--- config.mk ---
export PLATFORM = sky130hd
export DESIGN_NAME = uart_dma_chan
export DESIGN_NICKNAME = d
export VERILOG_FILES = /design/src/rtl/uart_dma_pkg.sv /design/src/rtl/uart_dma_regs.sv /design/src/rtl/uart_dma_status.sv /design/src/rtl/uart_dma_engine.sv /design/src/rtl/uart_dma_chan.sv
export SDC_FILE = /design/constraint.sdc
export NUM_CORES = 1
export LEC_CHECK = 0
export ABC_CLOCK_PERIOD_IN_PS = 11200
export BUFFER_PORTS_ARGS = -buffer_cell sky130_fd_sc_hd__buf_2
export CAP_MARGIN = 20
export CORE_ASPECT_RATIO = 1.2
export CORE_MARGIN = 3
export CORE_UTILIZATION = 60
export DETAILED_ROUTE_END_ITERATION = 8
export PLACE_DENSITY = 0.85
export SLEW_MARGIN = 0
export SYNTH_ARGS = -nofsm -noshare
export SYNTH_HDL_FRONTEND = slang
export SYNTH_SLANG_ARGS = --single-unit
--- constraint.sdc ---
create_clock -name clk -period 11.2 [get_ports clk]
set_clock_uncertainty 0.15 [all_clocks]
set_input_delay 2.24 -clock clk [delete_from_list [all_inputs] [get_ports clk]]
set_output_delay 2.24 -clock clk [all_outputs]
set_load 0.02 [all_outputs]
--- src/rtl/uart_dma_pkg.sv ---
package uart_dma_pkg;
  typedef enum logic [2:0] {
    ST_IDLE = 3'd0,
    ST_MRD  = 3'd1,
    ST_TXP  = 3'd2,
    ST_RXW  = 3'd3,
    ST_MWR  = 3'd4
  } eng_st_t;

  localparam int unsigned IX_CTRL  = 0;
  localparam int unsigned IX_DCTRL = 1;
  localparam int unsigned IX_BURST = 2;
  localparam int unsigned IX_WIDTH = 3;
  localparam int unsigned IX_TMO   = 4;
  localparam int unsigned IX_STAT  = 5;
  localparam int unsigned IX_SLOT0 = 8;
endpackage

--- src/rtl/uart_dma_regs.sv ---
module uart_dma_regs
  import uart_dma_pkg::*;
#(
  parameter int NSLOT   = 4,
  parameter int RAW     = 6,
  parameter int AW      = 32,
  parameter int SW      = 16,
  parameter int TW      = 16,
  parameter int BURST_W = 8,
  parameter int WIDTH_W = 3,
  parameter int IDX_W   = 2,
  parameter int FLAG_W  = 9
) (
  input  logic                         clk,
  input  logic                         rst_n,
  input  logic                         wr,
  input  logic                         rd,
  input  logic [RAW-1:0]               addr,
  input  logic [31:0]                  wdata,
  output logic [31:0]                  rdata,
  input  logic                         upd_en,
  input  logic [IDX_W-1:0]             upd_idx,
  input  logic                         done_en,
  input  logic [IDX_W-1:0]             done_idx,
  input  logic                         halt,
  input  logic [FLAG_W-1:0]            flags,
  output logic                         stat_clr,
  output logic                         ctrl_act,
  output logic                         ctrl_dir,
  output logic [NSLOT-1:0]             slot_act,
  output logic [NSLOT-1:0]             to_ie,
  output logic [NSLOT-1:0]             stop_vec,
  output logic [NSLOT-1:0]             done_ie,
  output logic                         soe,
  output logic                         eie,
  output logic [BURST_W-1:0]           burst,
  output logic [WIDTH_W-1:0]           width,
  output logic [TW-1:0]                tmo,
  output logic [NSLOT-1:0][AW-1:0]     slot_addr,
  output logic [NSLOT-1:0][SW-1:0]     slot_size
);
  logic                     act_n, dir_n;
  logic [NSLOT-1:0]         sact_n, toie_n, stop_n, dnie_n;
  logic                     soe_n, eie_n;
  logic [BURST_W-1:0]       burst_n;
  logic [WIDTH_W-1:0]       width_n;
  logic [TW-1:0]            tmo_n;
  logic [NSLOT-1:0][AW-1:0] addr_n;
  logic [NSLOT-1:0][SW-1:0] size_n;
  logic [31:0]              rmux;

  assign stat_clr = rd && (addr == RAW'(IX_STAT));

  always_comb begin
    act_n   = ctrl_act;
    dir_n   = ctrl_dir;
    sact_n  = slot_act;
    toie_n  = to_ie;
    stop_n  = stop_vec;
    dnie_n  = done_ie;
    soe_n   = soe;
    eie_n   = eie;
    burst_n = burst;
    width_n = width;
    tmo_n   = tmo;
    addr_n  = slot_addr;
    size_n  = slot_size;
    if (halt) act_n = 1'b0;
    if (done_en) sact_n[done_idx] = 1'b0;
    if (upd_en) begin
      addr_n[upd_idx] = slot_addr[upd_idx] + AW'(1);
      size_n[upd_idx] = slot_size[upd_idx] - SW'(1);
    end
    if (wr) begin
      if (addr == RAW'(IX_CTRL)) begin
        act_n = wdata[0];
        dir_n = wdata[1];
      end
      if (addr == RAW'(IX_DCTRL)) begin
        sact_n = wdata[0 +: NSLOT];
        toie_n = wdata[NSLOT +: NSLOT];
        stop_n = wdata[2*NSLOT +: NSLOT];
        dnie_n = wdata[3*NSLOT +: NSLOT];
        soe_n  = wdata[4*NSLOT];
        eie_n  = wdata[4*NSLOT+1];
      end
      if (addr == RAW'(IX_BURST)) burst_n = wdata[BURST_W-1:0];
      if (addr == RAW'(IX_WIDTH)) width_n = wdata[WIDTH_W-1:0];
      if (addr == RAW'(IX_TMO))   tmo_n   = wdata[TW-1:0];
      for (int i = 0; i < NSLOT; i++) begin
        if (addr == RAW'(IX_SLOT0 + 2*i))     addr_n[i] = wdata[AW-1:0];
        if (addr == RAW'(IX_SLOT0 + 2*i + 1)) size_n[i] = wdata[SW-1:0];
      end
    end
  end

  always_comb begin
    rmux = '0;
    if (addr == RAW'(IX_CTRL)) rmux[1:0] = {ctrl_dir, ctrl_act};
    if (addr == RAW'(IX_DCTRL)) begin
      rmux[0 +: NSLOT]       = slot_act;
      rmux[NSLOT +: NSLOT]   = to_ie;
      rmux[2*NSLOT +: NSLOT] = stop_vec;
      rmux[3*NSLOT +: NSLOT] = done_ie;
      rmux[4*NSLOT]          = soe;
      rmux[4*NSLOT+1]        = eie;
    end
    if (addr == RAW'(IX_BURST)) rmux[BURST_W-1:0] = burst;
    if (addr == RAW'(IX_WIDTH)) rmux[WIDTH_W-1:0] = width;
    if (addr == RAW'(IX_TMO))   rmux[TW-1:0]      = tmo;
    if (addr == RAW'(IX_STAT))  rmux[FLAG_W-1:0]  = flags;
    for (int i = 0; i < NSLOT; i++) begin
      if (addr == RAW'(IX_SLOT0 + 2*i))     rmux[AW-1:0] = slot_addr[i];
      if (addr == RAW'(IX_SLOT0 + 2*i + 1)) rmux[SW-1:0] = slot_size[i];
    end
  end

  always_ff @(posedge clk or negedge rst_n) begin
    if (!rst_n) begin
      ctrl_act  <= 1'b0;
      ctrl_dir  <= 1'b0;
      slot_act  <= '0;
      to_ie     <= '0;
      stop_vec  <= '0;
      done_ie   <= '0;
      soe       <= 1'b0;
      eie       <= 1'b0;
      burst     <= '0;
      width     <= '0;
      tmo       <= '0;
      slot_addr <= '0;
      slot_size <= '0;
      rdata     <= '0;
    end else begin
      ctrl_act  <= act_n;
      ctrl_dir  <= dir_n;
      slot_act  <= sact_n;
      to_ie     <= toie_n;
      stop_vec  <= stop_n;
      done_ie   <= dnie_n;
      soe       <= soe_n;
      eie       <= eie_n;
      burst     <= burst_n;
      width     <= width_n;
      tmo       <= tmo_n;
      slot_addr <= addr_n;
      slot_size <= size_n;
      if (rd) rdata <= rmux;
    end
  end
endmodule

--- src/rtl/uart_dma_status.sv ---
module uart_dma_status #(
  parameter int NSLOT  = 4,
  parameter int IDX_W  = 2,
  parameter int FLAG_W = 9
) (
  input  logic              clk,
  input  logic              rst_n,
  input  logic              done_en,
  input  logic [IDX_W-1:0]  done_idx,
  input  logic              to_en,
  input  logic [IDX_W-1:0]  to_idx,
  input  logic              err_en,
  input  logic              clr,
  input  logic [NSLOT-1:0]  done_ie,
  input  logic [NSLOT-1:0]  to_ie,
  input  logic              eie,
  output logic [FLAG_W-1:0] flags,
  output logic              irq
);
  logic [FLAG_W-1:0] set_v, flags_n;

  always_comb begin
    set_v = '0;
    if (done_en) set_v[done_idx] = 1'b1;
    if (to_en)   set_v[NSLOT + int'(to_idx)] = 1'b1;
    set_v[2*NSLOT] = err_en;
    flags_n = (clr ? '0 : flags) | set_v;
  end

  always_ff @(posedge clk or negedge rst_n) begin
    if (!rst_n) flags <= '0;
    else        flags <= flags_n;
  end

  assign irq = (|(flags[NSLOT-1:0] & done_ie)) |
               (|(flags[2*NSLOT-1:NSLOT] & to_ie)) |
               (flags[2*NSLOT] & eie);
endmodule

--- src/rtl/uart_dma_engine.sv ---
module uart_dma_engine
  import uart_dma_pkg::*;
#(
  parameter int NSLOT = 4,
  parameter int AW    = 32,
  parameter int SW    = 16,
  parameter int TW    = 16,
  parameter int IDX_W = 2
) (
  input  logic                     clk,
  input  logic                     rst_n,
  input  logic                     act,
  input  logic                     dir,
  input  logic [NSLOT-1:0]         slot_act,
  input  logic [NSLOT-1:0]         stop_vec,
  input  logic                     soe,
  input  logic [TW-1:0]            tmo,
  input  logic [NSLOT-1:0][AW-1:0] slot_addr,
  input  logic [NSLOT-1:0][SW-1:0] slot_size,
  output logic                     mem_req,
  output logic                     mem_we,
  output logic [AW-1:0]            mem_addr,
  output logic [7:0]               mem_wdata,
  input  logic [7:0]               mem_rdata,
  input  logic                     mem_ack,
  input  logic                     mem_err,
  output logic                     tx_valid,
  output logic [7:0]               tx_data,
  input  logic                     tx_ready,
  input  logic                     rx_valid,
  input  logic [7:0]               rx_data,
  output logic                     rx_pop,
  output logic                     upd_en,
  output logic [IDX_W-1:0]         beat_idx,
  output logic                     done_en,
  output logic [IDX_W-1:0]         done_idx,
  output logic                     halt,
  output logic                     to_en,
  output logic                     err_en
);
  eng_st_t          st_q, st_n;
  logic [IDX_W-1:0] idx_n;
  logic [7:0]       byte_q, byte_n;
  logic             seen_q, seen_n;
  logic [TW-1:0]    cnt_q, cnt_n;
  logic [IDX_W-1:0] cur;
  logic             any_act;

  always_comb begin
    cur = '0;
    for (int i = NSLOT-1; i >= 0; i--) begin
      if (slot_act[i]) cur = IDX_W'(i);
    end
  end
  assign any_act = |slot_act;

  assign mem_req   = act && ((st_q == ST_MRD) || (st_q == ST_MWR));
  assign mem_we    = (st_q == ST_MWR);
  assign mem_addr  = slot_addr[beat_idx];
  assign mem_wdata = byte_q;
  assign tx_valid  = act && (st_q == ST_TXP);
  assign tx_data   = byte_q;
  assign rx_pop    = act && (st_q == ST_RXW) && rx_valid;
  assign done_idx  = cur;

  always_comb begin
    st_n    = st_q;
    idx_n   = beat_idx;
    byte_n  = byte_q;
    seen_n  = seen_q;
    cnt_n   = cnt_q;
    upd_en  = 1'b0;
    done_en = 1'b0;
    halt    = 1'b0;
    to_en   = 1'b0;
    err_en  = 1'b0;
    if (act) begin
      unique case (st_q)
        ST_IDLE: begin
          if (any_act) begin
            if (slot_size[cur] == '0) begin
              done_en = 1'b1;
              seen_n  = 1'b0;
              cnt_n   = '0;
              halt    = stop_vec[cur];
            end else begin
              idx_n = cur;
              st_n  = dir ? ST_RXW : ST_MRD;
            end
          end
        end
        ST_MRD: begin
          if (mem_ack) begin
            if (mem_err) begin
              err_en = 1'b1;
              upd_en = 1'b1;
              halt   = soe;
              st_n   = ST_IDLE;
            end else begin
              byte_n = mem_rdata;
              st_n   = ST_TXP;
            end
          end
        end
        ST_TXP: begin
          if (tx_ready) begin
            upd_en = 1'b1;
            st_n   = ST_IDLE;
          end
        end
        ST_RXW: begin
          if (rx_valid) begin
            byte_n = rx_data;
            seen_n = 1'b1;
            cnt_n  = '0;
            st_n   = ST_MWR;
          end else if (seen_q && (tmo != '0) && (cnt_q != tmo)) begin
            cnt_n = cnt_q + TW'(1);
            to_en = (cnt_q + TW'(1)) == tmo;
          end
        end
        ST_MWR: begin
          if (mem_ack) begin
            upd_en = 1'b1;
            err_en = mem_err;
            halt   = mem_err && soe;
            st_n   = ST_IDLE;
          end
        end
        default: st_n = ST_IDLE;
      endcase
    end
  end

  always_ff @(posedge clk or negedge rst_n) begin
    if (!rst_n) begin
      st_q     <= ST_IDLE;
      beat_idx <= '0;
      byte_q   <= '0;
      seen_q   <= 1'b0;
      cnt_q    <= '0;
    end else begin
      st_q     <= st_n;
      beat_idx <= idx_n;
      byte_q   <= byte_n;
      seen_q   <= seen_n;
      cnt_q    <= cnt_n;
    end
  end
endmodule

--- src/rtl/uart_dma_chan.sv ---
module uart_dma_chan
  import uart_dma_pkg::*;
#(
  parameter int NSLOT   = 4,
  parameter int RAW     = 6,
  parameter int AW      = 32,
  parameter int SW      = 16,
  parameter int TW      = 16,
  parameter int BURST_W = 8,
  parameter int WIDTH_W = 3
) (
  input  logic               clk,
  input  logic               rst_n,
  input  logic               reg_wr,
  input  logic               reg_rd,
  input  logic [RAW-1:0]     reg_addr,
  input  logic [31:0]        reg_wdata,
  output logic [31:0]        reg_rdata,
  output logic               mem_req,
  output logic               mem_we,
  output logic [AW-1:0]      mem_addr,
  output logic [7:0]         mem_wdata,
  input  logic [7:0]         mem_rdata,
  input  logic               mem_ack,
  input  logic               mem_err,
  output logic               tx_valid,
  output logic [7:0]         tx_data,
  input  logic               tx_ready,
  input  logic               rx_valid,
  input  logic [7:0]         rx_data,
  output logic               rx_pop,
  output logic [BURST_W-1:0] dev_burst,
  output logic [WIDTH_W-1:0] dev_width,
  output logic               irq
);
  localparam int IDX_W  = (NSLOT > 1) ? $clog2(NSLOT) : 1;
  localparam int FLAG_W = 2*NSLOT + 1;

  logic [1:0]               rs_q;
  logic                     rst_q_n;
  logic                     ctrl_act, ctrl_dir, soe, eie, stat_clr;
  logic [NSLOT-1:0]         slot_act, to_ie, stop_vec, done_ie;
  logic [TW-1:0]            tmo;
  logic [NSLOT-1:0][AW-1:0] slot_addr;
  logic [NSLOT-1:0][SW-1:0] slot_size;
  logic [FLAG_W-1:0]        flags;
  logic                     upd_en, done_en, halt, to_en, err_en;
  logic [IDX_W-1:0]         beat_idx, done_idx;

  always_ff @(posedge clk or negedge rst_n) begin
    if (!rst_n) rs_q <= 2'b00;
    else        rs_q <= {rs_q[0], 1'b1};
  end
  assign rst_q_n = rs_q[1];

  uart_dma_regs #(
    .NSLOT(NSLOT), .RAW(RAW), .AW(AW), .SW(SW), .TW(TW),
    .BURST_W(BURST_W), .WIDTH_W(WIDTH_W), .IDX_W(IDX_W), .FLAG_W(FLAG_W)
  ) u_regs (
    .clk(clk), .rst_n(rst_q_n),
    .wr(reg_wr), .rd(reg_rd), .addr(reg_addr), .wdata(reg_wdata), .rdata(reg_rdata),
    .upd_en(upd_en), .upd_idx(beat_idx), .done_en(done_en), .done_idx(done_idx),
    .halt(halt), .flags(flags), .stat_clr(stat_clr),
    .ctrl_act(ctrl_act), .ctrl_dir(ctrl_dir), .slot_act(slot_act), .to_ie(to_ie),
    .stop_vec(stop_vec), .done_ie(done_ie), .soe(soe), .eie(eie),
    .burst(dev_burst), .width(dev_width), .tmo(tmo),
    .slot_addr(slot_addr), .slot_size(slot_size)
  );

  uart_dma_engine #(
    .NSLOT(NSLOT), .AW(AW), .SW(SW), .TW(TW), .IDX_W(IDX_W)
  ) u_eng (
    .clk(clk), .rst_n(rst_q_n),
    .act(ctrl_act), .dir(ctrl_dir), .slot_act(slot_act), .stop_vec(stop_vec),
    .soe(soe), .tmo(tmo), .slot_addr(slot_addr), .slot_size(slot_size),
    .mem_req(mem_req), .mem_we(mem_we), .mem_addr(mem_addr), .mem_wdata(mem_wdata),
    .mem_rdata(mem_rdata), .mem_ack(mem_ack), .mem_err(mem_err),
    .tx_valid(tx_valid), .tx_data(tx_data), .tx_ready(tx_ready),
    .rx_valid(rx_valid), .rx_data(rx_data), .rx_pop(rx_pop),
    .upd_en(upd_en), .beat_idx(beat_idx), .done_en(done_en), .done_idx(done_idx),
    .halt(halt), .to_en(to_en), .err_en(err_en)
  );

  uart_dma_status #(
    .NSLOT(NSLOT), .IDX_W(IDX_W), .FLAG_W(FLAG_W)
  ) u_stat (
    .clk(clk), .rst_n(rst_q_n),
    .done_en(done_en), .done_idx(done_idx), .to_en(to_en), .to_idx(beat_idx),
    .err_en(err_en), .clr(stat_clr), .done_ie(done_ie), .to_ie(to_ie), .eie(eie),
    .flags(flags), .irq(irq)
  );
endmodule

After elaboration in Yosys (flattened, before gate mapping)
Index checks and enable logic that the tools add are counted.
- add/sub/neg operators: 4
- $mul: 0
- divide/modulo/power cells: 0
- order comparisons: 7
- eq/ne operators: 28
- shift-type cells: 0
- multiplexer cells: 105
- bitwise gates (word level): 10
- reductions and logical operators: 32
- operator list (operator ; number):
    $mux W32 ; 10
    $mux W128 ; 2
    $mux W16 ; 16
    $bwmux W128 ; 1
    $mux W64 ; 2
    $bmux W16 S2 ; 2
    $bmux W32 S2 ; 1
    $bwmux W64 ; 1
    $demux W32 S2 ; 1
    $eq A6 B4 Y1 const B ; 8
    $mux W8 ; 5
    $add A32 B1 Y32 const B ; 1
    $demux W16 S2 ; 1
    $ge A32 B1 Y1 const B ; 1
    $lt A32 B6 Y1 const B ; 1
    $pmux W16 S2 ; 1
    $mux W1 ; 31
    $mux W3 ; 7
    $mux W18 ; 1
    $mux W9 ; 2
    $add A16 B1 Y16 const B ; 1
    $eq A16 B16 Y1 ; 1
    $logic_not A16 Y1 ; 1
    $mux W4 ; 4
    other kinds (41) ; 84
- register bits: 312
- latch bits: 0
- memory bits (writable): 0
- ROM bits: 0
- input port bits: 62
- output and inout bits: 96
- word-level logic and storage cells: 213
- memories kept: 0

Longest topological paths before layout
Gate-level depths: netlist (run 1).
- word-level depth: 15
- depth in mapped cells: 13
- mapped depth without buffers: 9

Cells and area by module
A second synthesis (run 1) with hierarchy kept.
- cell total of the unflattened synthesis: 2203
- area total of the unflattened synthesis: 19661.4 sq um
- by module, submodules not included (module ; times used ; cells an instance ; area an instance (sq um) ; sequential area each (sq um)):
    uart_dma_regs ; 1 ; 1748 ; 15449.8 ; 6781.5
    uart_dma_engine ; 1 ; 422 ; 3777.4 ; 750.7
    uart_dma_status ; 1 ; 30 ; 380.4 ; 225.2
    uart_dma_chan ; 1 ; 3 ; 53.8 ; 50.0

Worst setup path after synthesis (run 1)
Ideal clock, no wire load.
- kind: in2out
- start point: input rx_valid
- end point: output rx_pop
- data arrival time: 2619 ps
- data required time: 8810 ps
- path slack: 6191 ps
- cell stages on the path: 2
- cells stage by stage: nand2_1 -> nor2_1
- longest elaborated chain between the ends: 1
- ends and longest elaborated chain (element ; line ; source):
    start: declaration ; uart_dma_chan.sv:29 ; input logic rx_valid,
    $logic_and A1 B1 Y1 ; uart_dma_engine.sv:63 ; assign rx_pop = act && (st_q == ST_RXW) && rx_valid;
    end: declaration ; uart_dma_chan.sv:31 ; output logic rx_pop,
No other way between the ends.

Final worst setup path (run 1)
- start point: register u_eng.beat_idx[0]
- end point: output mem_addr[6]
- longest elaborated chain between the ends: 2
- ends and longest elaborated chain (element ; line ; source):
    start: declaration ; uart_dma_engine.sv:34 ; output logic [IDX_W-1:0] beat_idx,
    start signal: assignment ; uart_dma_engine.sv:144 ; beat_idx <= idx_n;
    $bmux W32 S2 ; uart_dma_engine.sv:59 ; assign mem_addr = slot_addr[beat_idx];
    $mux W32 (not written as such) ; uart_dma_engine.sv:59 ;
    end: declaration ; uart_dma_chan.sv:21 ; output logic [AW-1:0] mem_addr,
No other way between the ends. The select of a mux whose other input is x is not followed.

==> load_flow_metrics.sql, run 1 <==
INSERT INTO impl_metrics (metric_group, metric, value, unit) VALUES
('status', 'status', 'complete, no violations', ''),
('critical_path', 'max_stage_delay', '0.83', 'ns'),
('sta', 'maxClockFrequency', '0.186', 'GHz'),
('synthesis', 'synthArstFlopShare', '100', '%'),
('sta', 'finalHoldViolCount', '0', ''),
('final_layout', 'insertedDiodeCount', '0', ''),
('min_path', 'min-delay-path-class', 'flop to flop', ''),
('synthesis', 'yosys_warnings', '0', ''),
('floorplanning', 'top_level_pins', '158', ''),
('synthesis', 'syn_nets', '2179', ''),
('clocking', 'postCtsSetupRepairBufs', '0', ''),
('critical_path', 'worst_setup_path_start_kind', 'flop', ''),
('sta', 'rsz0062_at_grt', 'false', ''),
('clocking', 'cts.hold.buffers_added', '0', ''),
('critical_path', 'critPathRequiredTime', '8.81', 'ns'),
('routing', 'drt-vias-per-instance', '7.22', ''),
('sta', 'max_slew_margin', '17.9', '%'),
('global_routing', 'grt_overflow_total', '0', ''),
('global_routing', 'global_route.usage.met2', '64.3', '%'),
('sta', 'final.min_clock_period', '5.37', 'ns'),
('clocking', 'cts_inserted_buffers', '35', ''),
('floorplanning', 'die_area', '33100', 'sq um'),
('clocking', 'worst_skew_pair.late_latency', '0.53', 'ns'),
('sta', 'fin_ws', '5.83', 'ns'),
('clocking', 'clock_tree.root_cell', 'sky130_fd_sc_hd__clkbuf_16', ''),
('final_layout', 'layout-drive-gt1-share', '16.8', '%'),
('synthesis', 'post_synth_instance_area', '18600', 'sq um'),
('clocking', 'worst_setup_hold_path_clk_slew', '0.06', 'ns'),
('clocking', 'clock_path_buffers', '3', ''),
('floorplanning', 'design.core.area', '30000', 'sq um'),
('global_routing', 'busiest_layer', 'met2', ''),
('global_routing', 'global_route.usage.total', '41.1', '%'),
('routing', 'wl_per_cell', '27.1', 'microns'),
('placement', 'place_worst_setup_slack', '5.88', 'ns'),
('clocking', 'clock_tree.htree_level_count', '2', ''),
('routing', 'routed_wirelength', '69.8', 'mm'),
('synthesis', 'synth_edf_count', '0', ''),
('critical_path', 'critical_path.cell_chain', 'buf_4 -> mux4_1 -> buf_2', ''),
('final_layout', 'num-nets-final', '2223', ''),
('global_routing', 'use_met3', '9.18', '%'),
('placement', 'numPlacedInstances', '2510', ''),
('routing', 'firstDrtPassIters', '9', ''),
('synthesis', 'yosys_register_bits', '312', ''),
('routing', 'final_antenna_violating_net_count', '0', ''),
('placement', 'detailedPlacementHpwl', '45.6', 'mm'),
('final_layout', 'layout.cells.non_filler', '2570', ''),
('critical_path', 'cp.buffers_inverters', '2', ''),
('critical_path', 'crit_arrival', '2.98', 'ns'),
('final_layout', 'fin_util', '68.1', '%'),
('routing', 'routed-via-count', '18600', ''),
('critical_path', 'critical-path-top-delay-family', 'buffers and inverters', ''),
('global_routing', 'use_met1', '51.1', '%'),
('routing', 'remaining_drc_errors', '0', ''),
('critical_path', 'endpoint_kind', 'primary output', ''),
('power_and_ir_drop', 'power_leakage', '8.75', 'nW'),
('clocking', 'cts_tree', 'done', ''),
('routing', 'first_iter_violations', '2611', ''),
('global_routing', 'via_count_of_the_first_global_routing_pass', '18100', ''),
('critical_path', 'classification_of_the_worst_setup_path', 'flop to primary output', ''),
('final_layout', 'layout.cells.most_common', 'sky130_fd_sc_hd__nand2_1', ''),
('clocking', 'post_cts.resized_instances', '0', ''),
('synthesis', 'yosysSeqAreaShare', '42.0', '%'),
('global_routing', 'grt_max_degree', '84', ''),
('synthesis', 'synthDistinctLibCells', '81', ''),
('floorplanning', 'die_w', '167', 'microns'),
('critical_path', 'slowest_stage', 'sky130_fd_sc_hd__mux4_1', ''),
('sta', 'setup_violations', '0', ''),
('synthesis', 'postSynthAreaPerCell', '8.79', 'sq um'),
('power_and_ir_drop', 'cellPowerDensity', '228', 'nW/um^2'),
('clocking', 'clock_sinks', '312', ''),
('synthesis', 'synth-main-ff-cell', 'sky130_fd_sc_hd__dfrtp_1', '');
## through the flow
| stage | hold WS, ns | power (mW) | area (sq um) |
|---|---|---|---|
| after floorplan | 0.181 | 2.84 | 18600 |
| after global placement | 0.187 | 3.35 | 19300 |
| after detailed placement | 0.190 | 3.39 | 19300 |
| after CTS | 0.203 | 4.58 | 20400 |
| after global routing | 0.216 | 4.82 | 20500 |
| final | 0.199 | 4.67 | 20500 |
## cells by family (layout without fill, tap and decap cells)
group           count (synthesis)  after routing  synth area share, %
compound gates                628            628                 20.0
xor+xnor                       69             69                 3.50
fa+ha+maj                       3              3                0.202
buf+inv                       220            286                 5.36
flops                         312            312                 42.0
mux                           118            118                 10.1
other cells                     1              1               0.0202
simple gates                  763            763                 18.8
## path summary, 6_finish.rpt
path	endpoint	slack (ns)	cells past startpoint	start
worst max-delay path	mem_addr[6]	5.83	3	u_eng.beat_idx[0]
worst min-delay path	rs_q[1]	0.20	0	rs_q[0]
worst max register to register	u_regs.slot_addr[25]	7.00	9	u_eng.beat_idx[0]
worst min register to register	rs_q[1]	0.20	0	rs_q[0]
max in group asynchronous	u_eng.beat_idx[0]	8.81	1	rs_q[1]
min in group asynchronous	u_regs.rdata[16]	0.38	0	rs_q[1]
## synthesized netlist by cell type (16+ instances only)
library cell,instances,area share (%)
sky130_fd_sc_hd__a21oi_1,92,2.5
sky130_fd_sc_hd__a221oi_1,16,0.75
sky130_fd_sc_hd__a222oi_1,16,0.86
sky130_fd_sc_hd__a31oi_1,33,1.1
sky130_fd_sc_hd__and2_1,19,0.64
sky130_fd_sc_hd__and3_1,28,0.94
sky130_fd_sc_hd__buf_2,18,0.48
sky130_fd_sc_hd__buf_4,18,0.73
sky130_fd_sc_hd__clkbuf_1,120,2.4
sky130_fd_sc_hd__dfrtp_1,312,42
sky130_fd_sc_hd__inv_1,36,0.73
sky130_fd_sc_hd__mux2_2,39,2.4
sky130_fd_sc_hd__mux2i_1,29,1.6
sky130_fd_sc_hd__mux4_2,43,5.2
sky130_fd_sc_hd__nand2_1,315,6.4
sky130_fd_sc_hd__nand3_1,60,1.6
sky130_fd_sc_hd__nor2_1,224,4.5
sky130_fd_sc_hd__nor3_1,17,0.46
sky130_fd_sc_hd__nor4_1,26,0.88
sky130_fd_sc_hd__o211ai_1,44,1.8
sky130_fd_sc_hd__o21ai_0,299,8.1
sky130_fd_sc_hd__o21ai_1,35,0.94
sky130_fd_sc_hd__o31ai_1,16,0.65
sky130_fd_sc_hd__xnor2_1,47,2.2
sky130_fd_sc_hd__xor2_1,16,0.75
## worst register-to-register path: stages (launching register included)
cell,delay [ns]
sky130_fd_sc_hd__dfrtp_4,0.60
sky130_fd_sc_hd__buf_4,0.75
sky130_fd_sc_hd__mux4_1,0.67
sky130_fd_sc_hd__and4_1,0.36
sky130_fd_sc_hd__nand2_1,0.17
sky130_fd_sc_hd__nor3_4,0.46
sky130_fd_sc_hd__nand3_1,0.17
sky130_fd_sc_hd__xnor2_1,0.37
sky130_fd_sc_hd__mux2i_1,0.17
sky130_fd_sc_hd__o21ai_0,0.24
## sequential cells by signal, summed over array words and instances, names as in the netlist
name              flops
u_eng.mem_wdata       8
u_regs.soe            1
u_regs.ctrl_act       1
u_regs.slot_act       4
u_regs.rdata         32
u_regs.width          3
u_regs.stop_vec       4
u_regs.burst          8
u_regs.done_ie        4
u_regs.ctrl_dir       1
u_eng.beat_idx        2
u_regs.tmo           16
u_eng.st_q            3
rs_q                  2
u_regs.slot_size     64
u_regs.to_ie          4
u_eng.seen_q          1
u_regs.slot_addr    128
u_eng.cnt_q          16
u_regs.eie            1
u_stat.flags          9
## routing by layer
metal  vias up  wire, microns
met5         -              0
met4         0           5860
met3       429           8900
met2      1675          31100
met1      8792          23900
li1       7655              -
## final cells by class
cell class | instances | area, sq um | area share (%)
Clock inverter | 14 | 206 | 1.01
Multi-Input combinational cell | 1582 | 9810 | 47.9
Inverter | 36 | 135 | 0.660
Tap cell | 390 | 488 | 2.38
Sequential cell | 312 | 7820 | 38.2
Timing Repair Buffer | 191 | 1060 | 5.18
Clock buffer | 45 | 953 | 4.66
## power breakdown
part           internal (mW)  leakage, nW  switching, mW
registers               1.39         4.11          0.340
clock network          0.716        0.562          0.483
logic                  0.643         4.07           1.10
Power figures use the tool's default switching activity.
==> run 2, diff against run 1 <==
--- a/config.mk
+++ b/config.mk
@@ -5,7 +5,8 @@
 export SDC_FILE = /design/constraint.sdc
 export NUM_CORES = 1
 export LEC_CHECK = 0
-export ABC_CLOCK_PERIOD_IN_PS = 11200
+export ABC_AREA = 1
+export ABC_CLOCK_PERIOD_IN_PS = 5580
 export BUFFER_PORTS_ARGS = -buffer_cell sky130_fd_sc_hd__buf_2
 export CAP_MARGIN = 20
 export CORE_ASPECT_RATIO = 1.2
==> constraint.sdc (replaced) <==
create_clock -name clk -period 5.58 [get_ports clk]
set_clock_uncertainty 0.15 [all_clocks]
set_input_delay 1.116 -clock clk [delete_from_list [all_inputs] [get_ports clk]]
set_output_delay 1.116 -clock clk [all_outputs]
set_load 0.02 [all_outputs]
==> run 2 against run 1 <==
Net effect: register-to-register slack got worse by 5.4 ns; cell count up 29%; global-route usage rose by 3.8 points; setup slack worse by 4.7 ns; combinational power increased by 140%; first-iteration DRC count increased by 25%; clock power increased by 110%; via count rose by 16%; final area increased by 5.4%; synthesized cell count up 32%.
==> load_flow_metrics.sql, run 2 <==
INSERT INTO impl_metrics (metric_group, metric, value, unit) VALUES
('clocking', 'cts.hold.buffers_added', '0', ''),
('final_layout', 'most-common-layout-cells', 'sky130_fd_sc_hd__nand2_1 (722), sky130_fd_sc_hd__nor2_1 (390), sky130_fd_sc_hd__a21oi_1 (350), sky130_fd_sc_hd__dfrtp_1 (311), sky130_fd_sc_hd__inv_1 (247)', ''),
('power_and_ir_drop', 'fin_total_pwr', '10.1', 'mW'),
('placement', 'place_worst_setup_slack', '1.61', 'ns'),
('critical_path', 'endpoint_kind', 'primary output', ''),
('power_and_ir_drop', 'peak_supply_drop', '0.356', 'mV'),
('sta', 'report.final.slew_viol_count', '0', ''),
('clocking', 'clock_sinks', '312', ''),
('floorplanning', 'design.core.area', '31500', 'sq um'),
('sta', 'maxClockFrequency', '0.223', 'GHz'),
('final_layout', 'postLayoutCellArea', '21600', 'sq um'),
('critical_path', 'regToRegStartpoint', 'u_eng.beat_idx[0]', ''),
('synthesis', 'adder_cell_share_of_the_synthesized_area', '0.194', '%'),
('clocking', 'clock_tree.htree_level_count', '2', ''),
('synthesis', 'synthMuxAreaShare', '0', '%'),
('sta', 'fin_ws', '1.10', 'ns'),
('sta', 'final.period_utilization', '80.3', '%'),
('sta', 'worst_hold_slack', '0.0640', 'ns'),
('synthesis', 'yosysSeqAreaShare', '40.4', '%'),
('global_routing', 'grt_max_degree', '145', ''),
('synthesis', 'post-synth-top-count-cell', 'sky130_fd_sc_hd__nand2_1', ''),
('synthesis', 'synthArstFlopShare', '100', '%'),
('routing', 'wl_per_cell', '23.8', 'microns'),
('placement', 'detailedPlacementHpwl', '52.5', 'mm'),
('synthesis', 'synth.top_cells.by_area', 'sky130_fd_sc_hd__dfrtp_1 (40%), sky130_fd_sc_hd__nand2_1 (14%), sky130_fd_sc_hd__a21oi_1 (9.1%)', ''),
('global_routing', 'global_route.usage.total', '44.8', '%'),
('floorplanning', 'starting_density_of_the_core', '61.3', '%'),
('global_routing', 'via_count_of_the_first_global_routing_pass', '20700', ''),
('critical_path', 'critPathRequiredTime', '4.31', 'ns'),
('sta', 'setup_total_negative_slack', '0', 'ns'),
('final_layout', 'largestRegisters', 'u_regs.slot_addr: 128 flops, u_regs.slot_size: 64 flops, u_regs.rdata: 32 flops', ''),
('floorplanning', 'top_level_pins', '158', ''),
('power_and_ir_drop', 'cellPowerDensity', '469', 'nW/um^2'),
('final_layout', 'num-nets-final', '2950', ''),
('final_layout', 'layout.cells.most_common', 'sky130_fd_sc_hd__nand2_1', ''),
('clocking', 'worst_setup_hold_path_clk_slew', '0.06', 'ns'),
('floorplanning', 'row_count', '71', ''),
('synthesis', 'synth_cells', '2801', ''),
('sta', 'max_slew_margin', '22.9', '%'),
('final_layout', 'registers.top_by_ff_count', 'u_regs.slot_addr', ''),
('global_routing', 'number_of_antenna_violations_at_the_first_check_in_global_routing', '0', ''),
('floorplanning', 'die_w', '170', 'microns'),
('critical_path', 'worst_setup_path_start_kind', 'flop', ''),
('clocking', 'cts_tree', 'done', ''),
('placement', 'finalWeightedCongestion', '1.08', ''),
('job', 'maxCapViolCount', '0', ''),
('routing', 'routed-via-count', '21500', ''),
('routing', 'drt-vias-per-instance', '6.48', ''),
('routing', 'final_antenna_violating_net_count', '0', ''),
('synthesis', 'synth-main-ff-cell', 'sky130_fd_sc_hd__dfrtp_1', ''),
('synthesis', 'synth_common_cells', 'sky130_fd_sc_hd__nand2_1 (722), sky130_fd_sc_hd__nor2_1 (400), sky130_fd_sc_hd__a21oi_1 (350), sky130_fd_sc_hd__dfrtp_1 (312), sky130_fd_sc_hd__inv_1 (247)', ''),
('clocking', 'post_cts.resized_instances', '0', ''),
('final_layout', 'layout-area-overhead-vs-synth', '11.6', '%'),
('final_layout', 'fin_util', '68.4', '%'),
('clocking', 'worst_skew_pair.late_latency', '0.55', 'ns'),
('critical_path', 'critPathLaunch', 'u_regs.slot_size[2]', ''),
('power_and_ir_drop', 'power_leakage', '9.92', 'nW'),
('critical_path', 'rr_worst_depth', '15', ''),
('sta', 'finalHoldViolCount', '0', ''),
('synthesis', 'synth_simple_gate_area_share', '29.3', '%'),
('routing', 'routed_wirelength', '78.7', 'mm'),
('synthesis', 'synthDistinctLibCells', '53', ''),
('synthesis', 'synthDominantCellAreaShare', '40.4', '%'),
('final_layout', 'layout.cells.non_filler', '3312', ''),
('synthesis', 'yosys_warnings', '0', ''),
('synthesis', 'postSynthAreaPerCell', '6.90', 'sq um'),
('synthesis', 'post_synth_xor_area_fraction', '2.65', '%'),
('sta', 'rsz0062_at_grt', 'false', ''),
('status', 'status', 'complete, no violations', ''),
('global_routing', 'grt_overflow_total', '0', ''),
('clocking', 'clock_tree.root_cell', 'sky130_fd_sc_hd__clkbuf_16', ''),
('synthesis', 'synth_top_family_by_area', 'simple AND/OR/NAND/NOR gates', ''),
('synthesis', 'synth-compound-area-share', '18.9', '%'),
('sta', 'setup_violations', '0', ''),
('synthesis', 'post_synth_instance_area', '19300', 'sq um'),
('synthesis', 'syn_nets', '2866', ''),
('final_layout', 'layout-drive-gt1-share', '11.5', '%'),
('floorplanning', 'die_height', '203', 'microns'),
('floorplanning', 'die_area', '34400', 'sq um'),
('placement', 'numPlacedInstances', '3247', ''),
('critical_path', 'r2r_slack', '1.57', 'ns'),
('routing', 'firstDrtPassIters', '7', ''),
('sta', 'tightestPinTransition', '1.15', 'ns'),
('final_layout', 'num-fill-cells', '2758', ''),
('global_routing', 'grt_first_pass_wirelength', '118', 'mm'),
('min_path', 'min-delay-path-class', 'flop to asynchronous set/reset pin', ''),
('synthesis', 'synth_edf_count', '0', ''),
('routing', 'first_iter_violations', '3257', ''),
('placement', 'dpl_cell_area', '20300', 'sq um'),
('synthesis', 'yosys_register_bits', '312', ''),
('clocking', 'postCtsSetupRepairBufs', '0', ''),
('placement', 'port_buffers', '157', ''),
('routing', 'remaining_drc_errors', '0', ''),
('critical_path', 'classification_of_the_worst_setup_path', 'flop to primary output', ''),
('synthesis', 'synth_top_cell_by_area', 'sky130_fd_sc_hd__dfrtp_1', ''),
('final_layout', 'largest_reg_flops', '128', ''),
('critical_path', 'crit_arrival', '3.21', 'ns'),
('clocking', 'cts_inserted_buffers', '35', ''),
('sta', 'final.min_clock_period', '4.48', 'ns'),
('critical_path', 'timing.critical_path.fanout_max', '6', ''),
('clocking', 'clock_path_buffers', '3', '');
==> run 2: cell types whose count changed in the layout (fill, tap and decap cells not counted), sizes merged, moves of 29 or more <==
cell,delta
nor4,-29
o211ai,-34
mux4,-50
mux2i,-29
mux2,-39
nor2,+194
xnor2,-44
inv,+223
o21ai,-126
nand4,+46
nand2,+414
a21oi,+258
==> run 2: cell type report <==
class                           count  area, sq um  share of cell area, %
Antenna cell                        3         7.51                 0.0348
Clock buffer                       49         1040                   4.81
Clock inverter                     11          188                  0.870
Inverter                          262          986                   4.57
Multi-Input combinational cell   2078         9920                   46.0
Sequential cell                   312         7810                   36.2
Tap cell                          401          502                   2.33
Timing Repair Buffer              196         1120                   5.21
==> run 2: per-layer routing <==
metal  routed length [microns]  GRT usage, %
met1                     26600          53.2
met2                     33700          68.3
met3                     11200          14.5
met4                      7210          32.4
met5                         0             0
==> run 2: cells by family after synthesis <==
logic type / after synthesis
fa+ha+maj: 3
compound gates: 673
other cells: 1
xor+xnor: 50
flops: 312
simple gates: 1351
buf+inv: 411
==> run 2: worst paths after layout <==
check / endpoint
hold / removal: u_regs.rdata[24]
setup reg to reg: u_regs.slot_addr[94]
min in group clk: rs_q[1]
hold reg to reg: u_regs.rdata[24]
max in group asynchronous: u_regs.width[0]
setup / recovery: rx_pop
==> run 2: power by group <==
group | leakage [nW] | internal, mW | switching [mW]
logic | 5.42 | 1.21 | 3.04
registers | 3.88 | 2.82 | 0.546
clock network | 0.609 | 1.53 | 0.987
total | 9.92 | 5.55 | 4.57
==> run 2: critical path, cell delays in order, from the launching register on <==
cell and delay, ns:
sky130_fd_sc_hd__dfrtp_1 0.42, sky130_fd_sc_hd__nor4_1 0.83, sky130_fd_sc_hd__nand3_1 0.21, sky130_fd_sc_hd__nand2_1 0.11, sky130_fd_sc_hd__nand2_1 0.08, sky130_fd_sc_hd__nor3_1 0.45, sky130_fd_sc_hd__nor2_1 0.20, sky130_fd_sc_hd__nand2_1 0.14
sky130_fd_sc_hd__inv_1 0.06, sky130_fd_sc_hd__buf_2 0.15
